File: src/rtl/tsu_pkg.sv
package tsu_pkg;

    typedef enum logic [1:0] {
        FLT_NONE     = 2'd0,
        FLT_PRIV_OPC = 2'd1,
        FLT_PRIV_ACT = 2'd2,
        FLT_ILLEGAL  = 2'd3
    } flt_e;

    typedef enum logic [1:0] {
        PW_LOAD = 2'd0,
        PW_SET  = 2'd1,
        PW_CLR  = 2'd2
    } pw_mode_e;

    typedef enum logic [1:0] {
        RD_ZERO = 2'd0,
        RD_PEND = 2'd1,
        RD_CMPR = 2'd2,
        RD_CNT  = 2'd3
    } rd_src_e;

    typedef enum logic [1:0] {
        CMP_OFF   = 2'd0,
        CMP_IDLE  = 2'd1,
        CMP_ARMED = 2'd2
    } cmp_st_e;

    localparam logic [2:0] SEL_PEND = 3'd0;
    localparam logic [2:0] SEL_SET  = 3'd1;
    localparam logic [2:0] SEL_CLR  = 3'd2;
    localparam logic [2:0] SEL_CMPR = 3'd3;
    localparam logic [2:0] SEL_CNT  = 3'd4;

    localparam logic [1:0] PRV_USER = 2'd0;
    localparam logic [1:0] PRV_SUP  = 2'd1;

endpackage

File: src/rtl/tsu_access_dec.sv
module tsu_access_dec
    import tsu_pkg::*;
(
    input  logic       en_i,
    input  logic       we_i,
    input  logic [2:0] sel_i,
    input  logic [1:0] priv_i,
    input  logic       npt_i,
    output flt_e       flt_o,
    output rd_src_e    rd_src_o,
    output logic       pend_wr_o,
    output pw_mode_e   pend_mode_o,
    output logic       cmp_wr_o,
    output logic       cnt_wr_o
);

    logic is_user;
    logic is_sup;

    assign is_user = (priv_i == PRV_USER);
    assign is_sup  = (priv_i == PRV_SUP);

    always_comb begin
        flt_o       = FLT_NONE;
        rd_src_o    = RD_ZERO;
        pend_wr_o   = 1'b0;
        pend_mode_o = PW_LOAD;
        cmp_wr_o    = 1'b0;
        cnt_wr_o    = 1'b0;
        if (en_i) begin
            case (sel_i)
                SEL_PEND: begin
                    if (is_user)   flt_o     = FLT_PRIV_OPC;
                    else if (we_i) pend_wr_o = 1'b1;
                    else           rd_src_o  = RD_PEND;
                end
                SEL_SET, SEL_CLR: begin
                    if (is_user)    flt_o = FLT_PRIV_OPC;
                    else if (!we_i) flt_o = FLT_ILLEGAL;
                    else begin
                        pend_wr_o   = 1'b1;
                        pend_mode_o = (sel_i == SEL_SET) ? PW_SET : PW_CLR;
                    end
                end
                SEL_CMPR: begin
                    if (is_user)   flt_o    = FLT_PRIV_OPC;
                    else if (we_i) cmp_wr_o = 1'b1;
                    else           rd_src_o = RD_CMPR;
                end
                SEL_CNT: begin
                    if (we_i) begin
                        if (is_user)     flt_o    = FLT_PRIV_OPC;
                        else if (is_sup) flt_o    = FLT_PRIV_ACT;
                        else             cnt_wr_o = 1'b1;
                    end else begin
                        if (is_user && npt_i) flt_o    = FLT_PRIV_ACT;
                        else                  rd_src_o = RD_CNT;
                    end
                end
                default: flt_o = FLT_ILLEGAL;
            endcase
        end
    end

endmodule

File: src/rtl/tsu_tick_ctr.sv
module tsu_tick_ctr #(
    parameter int CNT_W = 64,
    localparam int VAL_W = CNT_W - 1
) (
    input  logic             clk,
    input  logic             rst_n,
    input  logic             wr_i,
    input  logic [CNT_W-1:0] wdata_i,
    output logic [VAL_W-1:0] cnt_o,
    output logic             npt_o
);

    always_ff @(posedge clk) begin
        if (!rst_n) begin
            cnt_o <= '0;
            npt_o <= 1'b0;
        end else if (wr_i) begin
            cnt_o <= wdata_i[VAL_W-1:0];
            npt_o <= wdata_i[CNT_W-1];
        end else begin
            cnt_o <= cnt_o + VAL_W'(1);
        end
    end

endmodule

File: src/rtl/tsu_cmp_fsm.sv
module tsu_cmp_fsm
    import tsu_pkg::*;
#(
    parameter int CNT_W = 64,
    localparam int VAL_W = CNT_W - 1
) (
    input  logic             clk,
    input  logic             rst_n,
    input  logic             wr_i,
    input  logic [CNT_W-1:0] wdata_i,
    input  logic [VAL_W-1:0] cnt_i,
    output logic             dis_o,
    output logic [VAL_W-1:0] val_o,
    output logic             hit_o
);

    cmp_st_e state_q;
    cmp_st_e state_d;

    always_ff @(posedge clk) begin
        if (!rst_n) begin
            state_q <= CMP_OFF;
            dis_o   <= 1'b1;
            val_o   <= '0;
        end else begin
            state_q <= state_d;
            if (wr_i) begin
                dis_o <= wdata_i[CNT_W-1];
                val_o <= wdata_i[VAL_W-1:0];
            end
        end
    end

    always_comb begin
        state_d = state_q;
        if (wr_i) begin
            if (wdata_i[CNT_W-1])             state_d = CMP_OFF;
            else if (wdata_i[VAL_W-1:0] > cnt_i) state_d = CMP_ARMED;
            else                              state_d = CMP_IDLE;
        end else begin
            unique case (state_q)
                CMP_OFF:   state_d = CMP_OFF;
                CMP_IDLE:  state_d = CMP_IDLE;
                CMP_ARMED: if (cnt_i == val_o) state_d = CMP_IDLE;
                default:   state_d = CMP_OFF;
            endcase
        end
    end

    always_comb begin
        hit_o = (state_q == CMP_ARMED) && (cnt_i == val_o);
    end

endmodule

File: src/rtl/tsu_pend_reg.sv
module tsu_pend_reg
    import tsu_pkg::*;
#(
    parameter int PEND_W = 16,
    localparam int LVL_W = $clog2(PEND_W)
) (
    input  logic              clk,
    input  logic              rst_n,
    input  logic              wr_i,
    input  pw_mode_e          mode_i,
    input  logic [PEND_W-1:0] wdata_i,
    input  logic              hit_i,
    output logic [PEND_W-1:0] pend_o,
    output logic [LVL_W-1:0]  lvl_o,
    output logic              recheck_o
);

    function automatic logic [LVL_W-1:0] hi_idx(input logic [PEND_W-1:0] v);
        logic [LVL_W-1:0] r;
        r = '0;
        for (int i = 1; i < PEND_W; i++) begin
            if (v[i]) r = LVL_W'(i);
        end
        return r;
    endfunction

    logic [PEND_W-1:0] wres;
    logic [PEND_W-1:0] hit_vec;

    always_comb begin
        unique case (mode_i)
            PW_SET:  wres = pend_o | wdata_i;
            PW_CLR:  wres = pend_o & ~wdata_i;
            default: wres = wdata_i;
        endcase
    end

    assign hit_vec = {{(PEND_W-1){1'b0}}, hit_i};
    assign lvl_o   = hi_idx(pend_o);

    always_ff @(posedge clk) begin
        if (!rst_n) begin
            pend_o    <= '0;
            recheck_o <= 1'b0;
        end else begin
            pend_o    <= (wr_i ? wres : pend_o) | hit_vec;
            recheck_o <= wr_i && (hi_idx(wres) > hi_idx(pend_o));
        end
    end

endmodule

File: src/rtl/tsu_unit.sv
module tsu_unit
    import tsu_pkg::*;
#(
    parameter int CNT_W = 64,
    parameter int PEND_W = 16,
    localparam int VAL_W = CNT_W - 1,
    localparam int LVL_W = $clog2(PEND_W)
) (
    input  logic             clk,
    input  logic             rst_n,
    input  logic             acc_en_i,
    input  logic             acc_we_i,
    input  logic [2:0]       acc_sel_i,
    input  logic [CNT_W-1:0] acc_wdata_i,
    input  logic [1:0]       priv_i,
    output logic [CNT_W-1:0] acc_rdata_o,
    output logic [1:0]       fault_o,
    output logic [LVL_W-1:0] int_level_o,
    output logic             tick_irq_o,
    output logic             recheck_o
);

    flt_e              flt_s;
    rd_src_e           rd_src_s;
    logic              pend_wr_s;
    pw_mode_e          pend_mode_s;
    logic              cmp_wr_s;
    logic              cnt_wr_s;
    logic [VAL_W-1:0]  cnt_q;
    logic              npt_q;
    logic              dis_q;
    logic [VAL_W-1:0]  cv_q;
    logic              hit_s;
    logic [PEND_W-1:0] pend_q;

    tsu_access_dec dec_i (
        .en_i        (acc_en_i),
        .we_i        (acc_we_i),
        .sel_i       (acc_sel_i),
        .priv_i      (priv_i),
        .npt_i       (npt_q),
        .flt_o       (flt_s),
        .rd_src_o    (rd_src_s),
        .pend_wr_o   (pend_wr_s),
        .pend_mode_o (pend_mode_s),
        .cmp_wr_o    (cmp_wr_s),
        .cnt_wr_o    (cnt_wr_s)
    );

    tsu_tick_ctr #(.CNT_W(CNT_W)) ctr_i (
        .clk     (clk),
        .rst_n   (rst_n),
        .wr_i    (cnt_wr_s),
        .wdata_i (acc_wdata_i),
        .cnt_o   (cnt_q),
        .npt_o   (npt_q)
    );

    tsu_cmp_fsm #(.CNT_W(CNT_W)) cmp_i (
        .clk     (clk),
        .rst_n   (rst_n),
        .wr_i    (cmp_wr_s),
        .wdata_i (acc_wdata_i),
        .cnt_i   (cnt_q),
        .dis_o   (dis_q),
        .val_o   (cv_q),
        .hit_o   (hit_s)
    );

    tsu_pend_reg #(.PEND_W(PEND_W)) pend_i (
        .clk       (clk),
        .rst_n     (rst_n),
        .wr_i      (pend_wr_s),
        .mode_i    (pend_mode_s),
        .wdata_i   (acc_wdata_i[PEND_W-1:0]),
        .hit_i     (hit_s),
        .pend_o    (pend_q),
        .lvl_o     (int_level_o),
        .recheck_o (recheck_o)
    );

    always_comb begin
        unique case (rd_src_s)
            RD_PEND: acc_rdata_o = {{(CNT_W-PEND_W){1'b0}}, pend_q};
            RD_CMPR: acc_rdata_o = {dis_q, cv_q};
            RD_CNT:  acc_rdata_o = {npt_q, cnt_q};
            default: acc_rdata_o = '0;
        endcase
    end

    assign fault_o    = flt_s;
    assign tick_irq_o = pend_q[0];

endmodule

File: config.mk
export PLATFORM = sky130hd
export DESIGN_NAME = tsu_unit
export DESIGN_NICKNAME = d
export VERILOG_FILES = /design/src/rtl/tsu_pkg.sv /design/src/rtl/tsu_access_dec.sv /design/src/rtl/tsu_tick_ctr.sv /design/src/rtl/tsu_cmp_fsm.sv /design/src/rtl/tsu_pend_reg.sv /design/src/rtl/tsu_unit.sv
export SDC_FILE = /design/constraint.sdc
export NUM_CORES = 1
export LEC_CHECK = 0
export ABC_AREA = 1
export BUFFER_PORTS_ARGS = -buffer_cell sky130_fd_sc_hd__buf_2
export CAP_MARGIN = 20
export CORE_ASPECT_RATIO = 1.75
export CORE_UTILIZATION = 54
export CTS_CLUSTER_DIAMETER = 200
export DETAILED_ROUTE_END_ITERATION = 8
export PLACE_DENSITY_LB_ADDON = 0.2
export REMOVE_ABC_BUFFERS = 1
export SLEW_MARGIN = 25
export SYNTH_ARGS = -nofsm -noshare
export SYNTH_HDL_FRONTEND = slang
export SYNTH_SLANG_ARGS = --single-unit
File: constraint.sdc
create_clock -name clk -period 2.98 [get_ports clk]
set_input_delay 0.298 -clock clk [delete_from_list [all_inputs] [get_ports clk]]
set_output_delay 0.298 -clock clk [all_outputs]
set_load 0.02 [all_outputs]
## After elaboration in Yosys (flattened, before gate mapping)

Index checks and enable logic that the tools add are counted.

| word-level totals | value |
|---|---|
| bits of input ports | 73 |
| word-level logic and storage cells | 110 |
| register bits after elaboration | 147 |

| operators by class | value |
|---|---|
| mux-type cells | 74 |
| eq/ne operators | 14 |
| bitwise logic cells | 4 |
| reduce and logical (&&, ||, !) cells | 8 |
| add/sub/neg operators | 1 |
| magnitude comparators | 2 |

Operators with widths:

| kind | number |
|---|---|
| $pmux 64 s3 | 1 |
| $mux 4 | 18 |
| $add 63x1->63 const B | 1 |
| $eq 63x63->1 | 1 |
| $gt 63x63->1 | 1 |
| $mux 63 | 1 |
| $mux 2 | 26 |
| $pmux 16 s2 | 1 |
| $mux 3 | 8 |
| $and 16x16->16 | 1 |
| $mux 16 | 1 |
| $not 16->16 | 1 |
| $or 16x1->16 | 1 |
| $or 16x16->16 | 1 |
| $mux 1 | 15 |
| $pmux 2 s3 | 2 |
| $eq 2x1->1 const B | 4 |
| $eq 2x2->1 const B | 4 |
| $eq 3x2->1 const B | 2 |
| $gt 4x4->1 | 1 |
| $pmux 2 s2 | 1 |
| $reduce_or 2->1 | 2 |
| $eq 3x1->1 const B | 1 |
| $eq 3x3->1 const B | 1 |
| other kinds (5) | 7 |

## Logic depth before layout (Yosys ltp)

Gate-level depths: netlist (run 1).

| depth | value |
|---|---|
| depth after elaboration | 26 |
| mapped depth | 31 |
| depth with buffers taken out | 30 |

## Modules after synthesis

From an unflattened synthesis (run 1), not the netlist that was laid out.

| unflattened totals | value |
|---|---|
| cell total of the unflattened synthesis | 2051 |
| area total of the unflattened synthesis | 11967.7 sq um |

Modules (own cells, without submodules):

| module | cells an instance | times used | area an instance (sq um) |
|---|---|---|---|
| tsu_cmp_fsm | 748 | 1 | 4919.7 |
| tsu_tick_ctr | 818 | 1 | 4536.9 |
| tsu_pend_reg | 201 | 1 | 1253.7 |
| tsu_unit | 233 | 1 | 1029.7 |
| tsu_access_dec | 51 | 1 | 227.7 |

## Least setup slack after synthesis (run 1)

Ideal clock, no wire load.

| timing path | value |
|---|---|
| kind | input to register |
| from | in acc_we_i |
| to | reg pend_i.recheck_o |
| arrival | 2.828 ns |
| stages | 22 |
| setup slack | 0.030 ns |
| setup time | 0.122 ns |
| cell sequence | inv_1 -> nor2_1 -> inv_1 -> nor2_1 -> inv_1 -> nor2_1 -> inv_1 -> ha_1 -> clkbuf_1 -> nor2_1 -> buf_2 -> o21ai_0 -> o21ai_0 -> nand2_1 -> a31oi_1 -> nor2_1 -> o21bai_1 -> ha_1 -> inv_1 -> nor2_1 -> o211ai_1 -> a21oi_1 |

| on the way | value |
|---|---|
| longest elaborated chain between the ends | 24 |
| elaborated cells between the ends (all ways) | 29 |
| classes of those cells | order compare (1); eq/ne (2); mux (25); reduce/logical (1) |

RTL lines:

| what | line | text |
|---|---|---|
| from (decl) | tsu_unit.sv:12 | `input logic acc_we_i,` |
| $mux 2 | tsu_access_dec.sv:39 | `else if (!we_i) flt_o = FLT_ILLEGAL;` |
| $mux 2 | tsu_access_dec.sv:38 | `if (is_user) flt_o = FLT_PRIV_OPC;` |
| $mux 2 | tsu_access_dec.sv:31 | `case (sel_i)` |
| $mux 2 | tsu_access_dec.sv:30 | `if (en_i) begin` |
| $eq 2x2->1 / $eq 2x1->1 (equally long branches) | tsu_pend_reg.sv:31 | `unique case (mode_i)` |
| $pmux 16 s2 | tsu_pend_reg.sv:31 |  |
| $mux 1 | tsu_pend_reg.sv:22 | `if (v[i]) r = LVL_W'(i);` |
| $mux 2 (2 in a row) | tsu_pend_reg.sv:22 |  |
| $mux 3 (4 in a row) | tsu_pend_reg.sv:22 |  |
| $mux 4 (8 in a row) | tsu_pend_reg.sv:22 |  |
| $mux 4 | tsu_pend_reg.sv:42 | `if (!rst_n) begin` |
| $gt 4x4->1 | tsu_pend_reg.sv:47 | `recheck_o <= wr_i && (hi_idx(wres) > hi_idx(pend_o));` |
| $logic_and 1x1->1 (*) | tsu_pend_reg.sv:47 |  |
| to (signal assigned) | tsu_pend_reg.sv:47 |  |
| to (decl) | tsu_pend_reg.sv:15 | `output logic recheck_o` |

Mark *: on every way between the ends. The rest lies on a longest branch, timed or not. The select of a mux whose other input is x is not followed.
A chain may end at the register's enable or synchronous reset.

## Worst setup path in the final report (run 1)

| timing path | value |
|---|---|
| from | reg pend_i.pend_o[1] |
| to | out int_level_o[0] |

| on the way | value |
|---|---|
| longest elaborated chain between the ends | 15 |

RTL lines:

| what | line | text |
|---|---|---|
| from (decl) | tsu_pend_reg.sv:13 | `output logic [PEND_W-1:0] pend_o,` |
| from (signal assigned) | tsu_pend_reg.sv:46 | `pend_o <= (wr_i ? wres : pend_o) \| hit_vec;` |
| $mux 1 | tsu_pend_reg.sv:22 |  |
| $mux 2 (2 in a row) | tsu_pend_reg.sv:22 |  |
| $mux 3 (4 in a row) | tsu_pend_reg.sv:22 |  |
| $mux 4 (8 in a row) | tsu_pend_reg.sv:22 |  |
| to (decl) | tsu_unit.sv:18 | `output logic [LVL_W-1:0] int_level_o,` |

No other way between the ends.

==> flow_metrics.py, run 1 <==
metrics = {
    "grt": {
        "grt_max_degree": 90,
        "grt_pass1_wl_um": 58500,
        "antenna_found_initial": 3,
        "globalRouteOverflowTotal": 0,
        "grt_pass1_vias": 11700,
        "track_usage": 0.372,
    },
    "sta": {
        "slew_viol_final": 0,
        "tightest_slew_ns": 0.812,
        "setup_slack_ns": 0.161,
        "relSlewSlack": 0.454,
        "finClkSkew_ns": 0.0125,
        "period_share": 0.946,
        "rsz0062_at_grt": "no",
        "finalSetupViolations": 0,
        "fmax_ghz": 0.355,
        "hold_viol": 0,
        "period_minus_slack_ns": 2.82,
    },
    "setup_path": {
        "criticalPathCategory": "register to output port",
        "startpoint_type": "register",
        "r2r_cells": 12,
        "crit_path_end": "int_level_o[0]",
        "r2r_end": "cmp_i.state_q[0]",
        "path_cells": "inv_1, o21ai_0, a21oi_1, o21ai_0, a21oi_1, o21ai_0, a21oi_1, o21ai_0, buf_2",
        "path_buf_inv": 2,
        "slowest_stage": "o21ai_0",
        "end_kind": "output port",
        "worst-r2r-setup-slack_ns": 0.42,
        "rr_startpoint": "ctr_i.cnt_o[60]",
        "cpMostUsedCell": "o21ai_0",
        "cp.required_ns": 2.68,
        "crit_family": "compound AO/OA/AOI/OAI gates",
        "crit_fanout": 3,
        "cp_num_cells": 9,
        "cp.arrival_ns": 2.52,
        "slowest_delay_ns": 0.42,
        "cp-startpoint": "pend_i.pend_o[1]",
    },
    "cts": {
        "clk_pin_slew_worst_paths_ns": 0.07,
        "htreeDepth": 4,
        "cts.sinks": 147,
        "cts_root_buf": "clkbuf_16",
        "cts_buffers": 17,
        "cts_setup_buffers": 0,
        "cts-hold-fix-buffers": 0,
        "cts_resized": 0,
        "clockBufferDepth": 2,
        "clk_latency_ns": 0.45,
        "cts_tree": "yes",
    },
    "cells_and_area": {
        "syn2layout_area_growth_pct": 15.6,
        "fin_nets": 1988,
        "finalCoreUtilization": 0.642,
        "drive_above_1_share": 0.149,
    },
    "placement": {
        "gp_congestion": 1.03,
        "dp_hpwl_um": 29500,
        "numPortBuffers": 144,
        "dp_slack_ns": -0.169,
    },
    "worst_hold_path": {
        "hold_path.class": "primary input to register",
    },
    "floorplan": {
        "die_x_um": 110,
        "io_pins": 145,
        "core_mm2": 0.0199,
        "dieHeight_um": 191,
        "die-area_mm2": 0.0211,
        "num_rows": 68,
        "start_util": 0.555,
    },
    "detailed_routing": {
        "wl_per_cell_um": 18.1,
        "drt-vias-per-instance": 5.78,
        "antenna_left": 0,
        "wl_um": 38100,
        "detail_route.first_pass.iterations": 5,
        "num_vias": 12100,
        "drt_iter0_drc": 898,
        "drc": 0,
    },
    "yosys": {
        "async_flop_share": 0,
        "synthTopCellsByArea": "dfxtp_1 (27%), o21ai_0 (9.1%), nand2_1 (8.7%)",
        "ys_seq_elements": 147,
        "synth_top_area_frac": 0.266,
        "ys.flop_type": "dfxtp_1",
        "synth_cell_types": 49,
        "synth_area_per_cell_um2": 6.49,
        "synth_edf_count": 0,
        "synth_largest_area_cell": "dfxtp_1",
        "syn_area_mm2": 0.0111,
        "yosysWarnings": 0,
        "yosysSeqAreaShare": 0.266,
        "postSynthCellCount": 1703,
    },
    "flow_run": {
        "max_cap_viol_count": 0,
    },
    "power_and_ir_drop": {
        "leakage_nw": 5.88,
        "peakVddDrop_mv": 0.416,
        "power.density_mw_per_mm2": 394,
    },
    "status": {
        "outcome": "complete, no violations",
    },
}
layout make-up:
type                       count  area (µm²)
antenna                        1        2.50
clock inverter                15         181
multi-input combinational   1233        6880
timing repair buffer         194        1110
fill                        1946        7120
inverter                     251         943
sequential                   147        2940
clock buffer                  17         425
tap                          245         307
cells in the mapped netlist, types with 7 or more instances:
cell and instances:
a21oi_1 105, a22oi_1 12, buf_2 15, clkbuf_1 44, dfxtp_1 147, ha_1 71, inv_1 243, inv_2 7
nand2_1 255, nand3_1 66, nand4_1 49, nor2_1 237, nor2_2 9, nor3_1 32, nor4_1 7, o211ai_1 22
o21ai_0 200, o21ai_1 10, o221ai_1 8, o22ai_1 15, or2_2 8, xnor2_1 44, xor2_1 42
worst reg2reg max path: cells and delay by family, from the launching register on:
kind	cells	cell delay, ns
compound gates	1	0.11
simple gates	8	1.44
flops	1	0.43
fa+ha+maj	1	0.31
buf+inv	2	0.21
worst min path at each step:
stage                    startpoint               to  slack, ns  cells past startpoint
finish              acc_wdata_i[34]  ctr_i.cnt_o[34]       0.13                      3
global route        acc_wdata_i[58]  ctr_i.cnt_o[58]       0.14                      3
CTS                 acc_wdata_i[58]  ctr_i.cnt_o[58]       0.11                      3
detailed placement  cmp_i.val_o[39]  cmp_i.val_o[39]       0.48                      2
global placement    cmp_i.val_o[38]  cmp_i.val_o[38]       0.47                      2
floorplan                     rst_n      cmp_i.dis_o       0.37                      1
logic make-up (layout without fill, tap and decap cells):
| family | Yosys count | after routing | synth area share |
|---|---|---|---|
| and+or+nand+nor | 689 | 689 | 0.281 |
| AOI/OAI and AO/OA | 387 | 387 | 0.190 |
| buffers and inverters | 323 | 477 | 0.114 |
| DFF | 147 | 147 | 0.266 |
| xor gates and xnor gates | 86 | 86 | 0.0681 |
| adders and majority gates | 71 | 71 | 0.0803 |
| other | 0 | 1 | 0 |
per-stage QoR:
stage               instances  hold WS, ns  total power, mW  setup TNS, ns  instance area [µm²]
global route             2102        0.138             5.22              0                12800
floorplan                1631        0.374             2.48         -23.31                10700
finish                   2103        0.127             5.04              0                12800
global placement         2070        0.471             2.77         -0.108                12200
CTS                      2102        0.113             5.06              0                12800
detailed placement       2070        0.480             2.78         -0.169                12200
where the power goes:
part,total (mW),internal (mW),switching [mW]
combinational,0.709,0.259,0.450
clock,2.29,1.32,0.965
sequential,2.05,2.00,0.0415
total,5.04,3.59,1.46
routing by layer:
layer	GRT usage	wire length, µm	vias up
met1	0.363	13500	5621
met4	0.304	3190	4
met2	0.665	19600	430
met5	0	21	-
met3	0.0651	1820	178
li1	-	-	5916
flip-flops by register name, summed over array words and instances, names as in the netlist:
register,count
cmp_i.dis_o,1
cmp_i.state_q,2
cmp_i.val_o,63
ctr_i.cnt_o,63
ctr_i.npt_o,1
pend_i.pend_o,16
pend_i.recheck_o,1
cell usage in the layout (no fill, tap or decap), drive strengths merged, types with 36 or more instances in the layout:
cell type / Yosys / final
nand2: 259 / 259
inv: 250 / 253
nor2: 250 / 250
o21ai: 210 / 210
buf: 22 / 194
dfxtp: 147 / 147
a21oi: 105 / 105
ha: 71 / 71
nand3: 68 / 68
nand4: 52 / 52
xnor2: 44 / 44
xor2: 42 / 42
nor3: 36 / 36
(Power assumes the default switching activity.)
==> inputs of run 2 (changes only) <==
--- a/config.mk
+++ b/config.mk
@@ -9,7 +9,7 @@
 export BUFFER_PORTS_ARGS = -buffer_cell sky130_fd_sc_hd__buf_2
 export CAP_MARGIN = 20
 export CORE_ASPECT_RATIO = 1.75
-export CORE_UTILIZATION = 54
+export CORE_UTILIZATION = 25
 export CTS_CLUSTER_DIAMETER = 200
 export DETAILED_ROUTE_END_ITERATION = 8
 export PLACE_DENSITY_LB_ADDON = 0.2
==> constraint.sdc (replaced) <==
create_clock -name clk -period 2.98 [get_ports clk]
set_input_delay 0.596 -clock clk [delete_from_list [all_inputs] [get_ports clk]]
set_output_delay 0.596 -clock clk [all_outputs]
set_load 0.02 [all_outputs]
==> flow_metrics.py, run 2 (synthesis results as in run 1) <==
metrics = {
    "floorplan": {
        "die-area_mm2": 0.0451,
        "core_mm2": 0.0435,
        "dieHeight_um": 280,
        "num_rows": 101,
        "start_util": 0.254,
        "die_x_um": 161,
        "io_pins": 145,
    },
    "placement": {
        "place_inst": 2433,
        "dp_hpwl_um": 37800,
        "dp_slack_ns": -0.514,
        "gp_congestion": 0.883,
        "numPortBuffers": 144,
    },
    "grt": {
        "grt_pass1_wl_um": 71400,
        "antenna_found_initial": 1,
        "track_usage": 0.212,
        "grt_pass1_vias": 12300,
        "globalRouteOverflowTotal": 0,
        "grt_max_degree": 96,
    },
    "setup_path": {
        "end_kind": "output port",
        "startpoint_type": "primary input",
        "criticalPathCategory": "primary input to output port",
        "crit_fanout": 19,
        "cp.required_ns": 2.38,
        "cp.arrival_ns": 2.31,
        "r2r_cells": 12,
    },
    "worst_hold_path": {
        "hold_path.class": "primary input to register",
        "holdPathStages": 3,
    },
    "cells_and_area": {
        "antenna_cells": 0,
        "fin_cells": 2467,
        "fillers": 4890,
        "final_cell_mix": "nand2_1 (253), inv_1 (239), nor2_1 (229)",
        "fin_nets": 2032,
        "reg_top3": "cmp_i.val_o x63, ctr_i.cnt_o x63, pend_i.pend_o x16",
        "drive_above_1_share": 0.185,
        "syn2layout_area_growth_pct": 25.2,
        "final_common_cell": "nand2_1",
    },
    "cts": {
        "htreeDepth": 4,
        "cts.sinks": 147,
        "clockBufferDepth": 2,
        "cts_buffers": 17,
        "cts_tree": "yes",
        "clk_latency_ns": 0.46,
        "clk_pin_slew_worst_paths_ns": 0.07,
        "cts_root_buf": "clkbuf_16",
    },
    "sta": {
        "slew_viol_final": 0,
        "tightest_slew_ns": 0.847,
        "finalSetupViolations": 0,
        "fmax_ghz": 0.344,
        "hold_viol": 0,
        "rsz0062_at_grt": "yes",
        "setup_slack_ns": 0.0752,
        "hold_ws_ns": 0.416,
        "period_minus_slack_ns": 2.90,
        "period_share": 0.975,
        "finClkSkew_ns": 0.0118,
        "relSlewSlack": 0.430,
    },
    "detailed_routing": {
        "num_vias": 11900,
        "drt-vias-per-instance": 4.84,
        "wl_um": 47000,
        "wl_per_cell_um": 19.1,
        "drc": 0,
        "antenna_left": 0,
        "detail_route.first_pass.iterations": 5,
        "drt_iter0_drc": 571,
    },
    "power_and_ir_drop": {
        "leakage_nw": 6.15,
        "peakVddDrop_mv": 0.331,
        "power.density_mw_per_mm2": 370,
        "p_total_mw": 5.12,
    },
    "status": {
        "outcome": "complete, no violations",
    },
    "flow_run": {
        "max_cap_viol_count": 0,
    },
}
[run 2: cell types whose count changed in the layout (fill, tap and decap cells not counted), moves of 8 or more]
cell     change
buf_4       +40
o21ai_1     +23
o21ai_0     -29
buf_2       -13
buf_12       +9
buf_6        +8
[run 2: timing repair]
action	CTS	global route
gates resized for setup	16	69
endpoints found under the setup margin	18	55
endpoints found under the hold margin	0	0
hold buffers	0	0
setup buffers	1	1
pin swaps	0	15
[run 2: worst paths after layout]
check	start	endpoint	slack, ns
hold reg to reg	cmp_i.val_o[25]	cmp_i.val_o[25]	0.48
setup / recovery	acc_sel_i[0]	acc_rdata_o[27]	0.08
hold / removal	acc_wdata_i[44]	ctr_i.cnt_o[44]	0.42
setup reg to reg	ctr_i.cnt_o[1]	ctr_i.cnt_o[50]	0.47
[run 2: layout make-up]
cell class,count,area [µm²],area share
flip-flops and latches,147,2940,0.213
repair buffers,238,1610,0.117
clock inverters,13,159,0.0115
inverters,251,946,0.0683
multi-input cells,1233,7030,0.508
well taps,566,708,0.0512
clock buffers,19,443,0.0320
[run 2: per-stage QoR]
| step | setup TNS [ns] | util | instance area (µm²) |
|---|---|---|---|
| after global placement | -0.994 | 0.299 | 13000 |
| final | 0 | 0.318 | 13800 |
| after global routing | -0.106 | 0.318 | 13800 |
| after floorplan | -45.90 | - | 10700 |
| after detailed placement | -0.847 | 0.299 | 13000 |
| after CTS | -0.00953 | 0.314 | 13600 |
[run 2: power breakdown]
| group | internal [mW] | total [mW] | switching (mW) |
|---|---|---|---|
| sequential | 2.00 | 2.05 | 0.0443 |
| combinational | 0.296 | 0.778 | 0.483 |
| clock | 1.34 | 2.30 | 0.959 |
[run 2: critical path, cell delays in order]
cell	delay, ns
buf_2	0.12
nor2_1	0.10
inv_1	0.07
nor2_2	0.09
inv_1	0.07
nor2_2	0.13
a21oi_2	0.06
nor2_2	0.12
inv_1	0.08
nor2_4	0.11
inv_2	0.06
buf_12	0.16
o22ai_1	0.29
buf_2	0.24
[run 2: routing by layer]
metal / track usage / part of all wire / vias to the layer above
met1: 0.200 / 0.35 / 5567
met3: 0.0288 / 0.027 / 114
met2: 0.419 / 0.56 / 271
li1: - / - / 5984
met5: 0 / 0.00028 / -
met4: 0.133 / 0.065 / 2
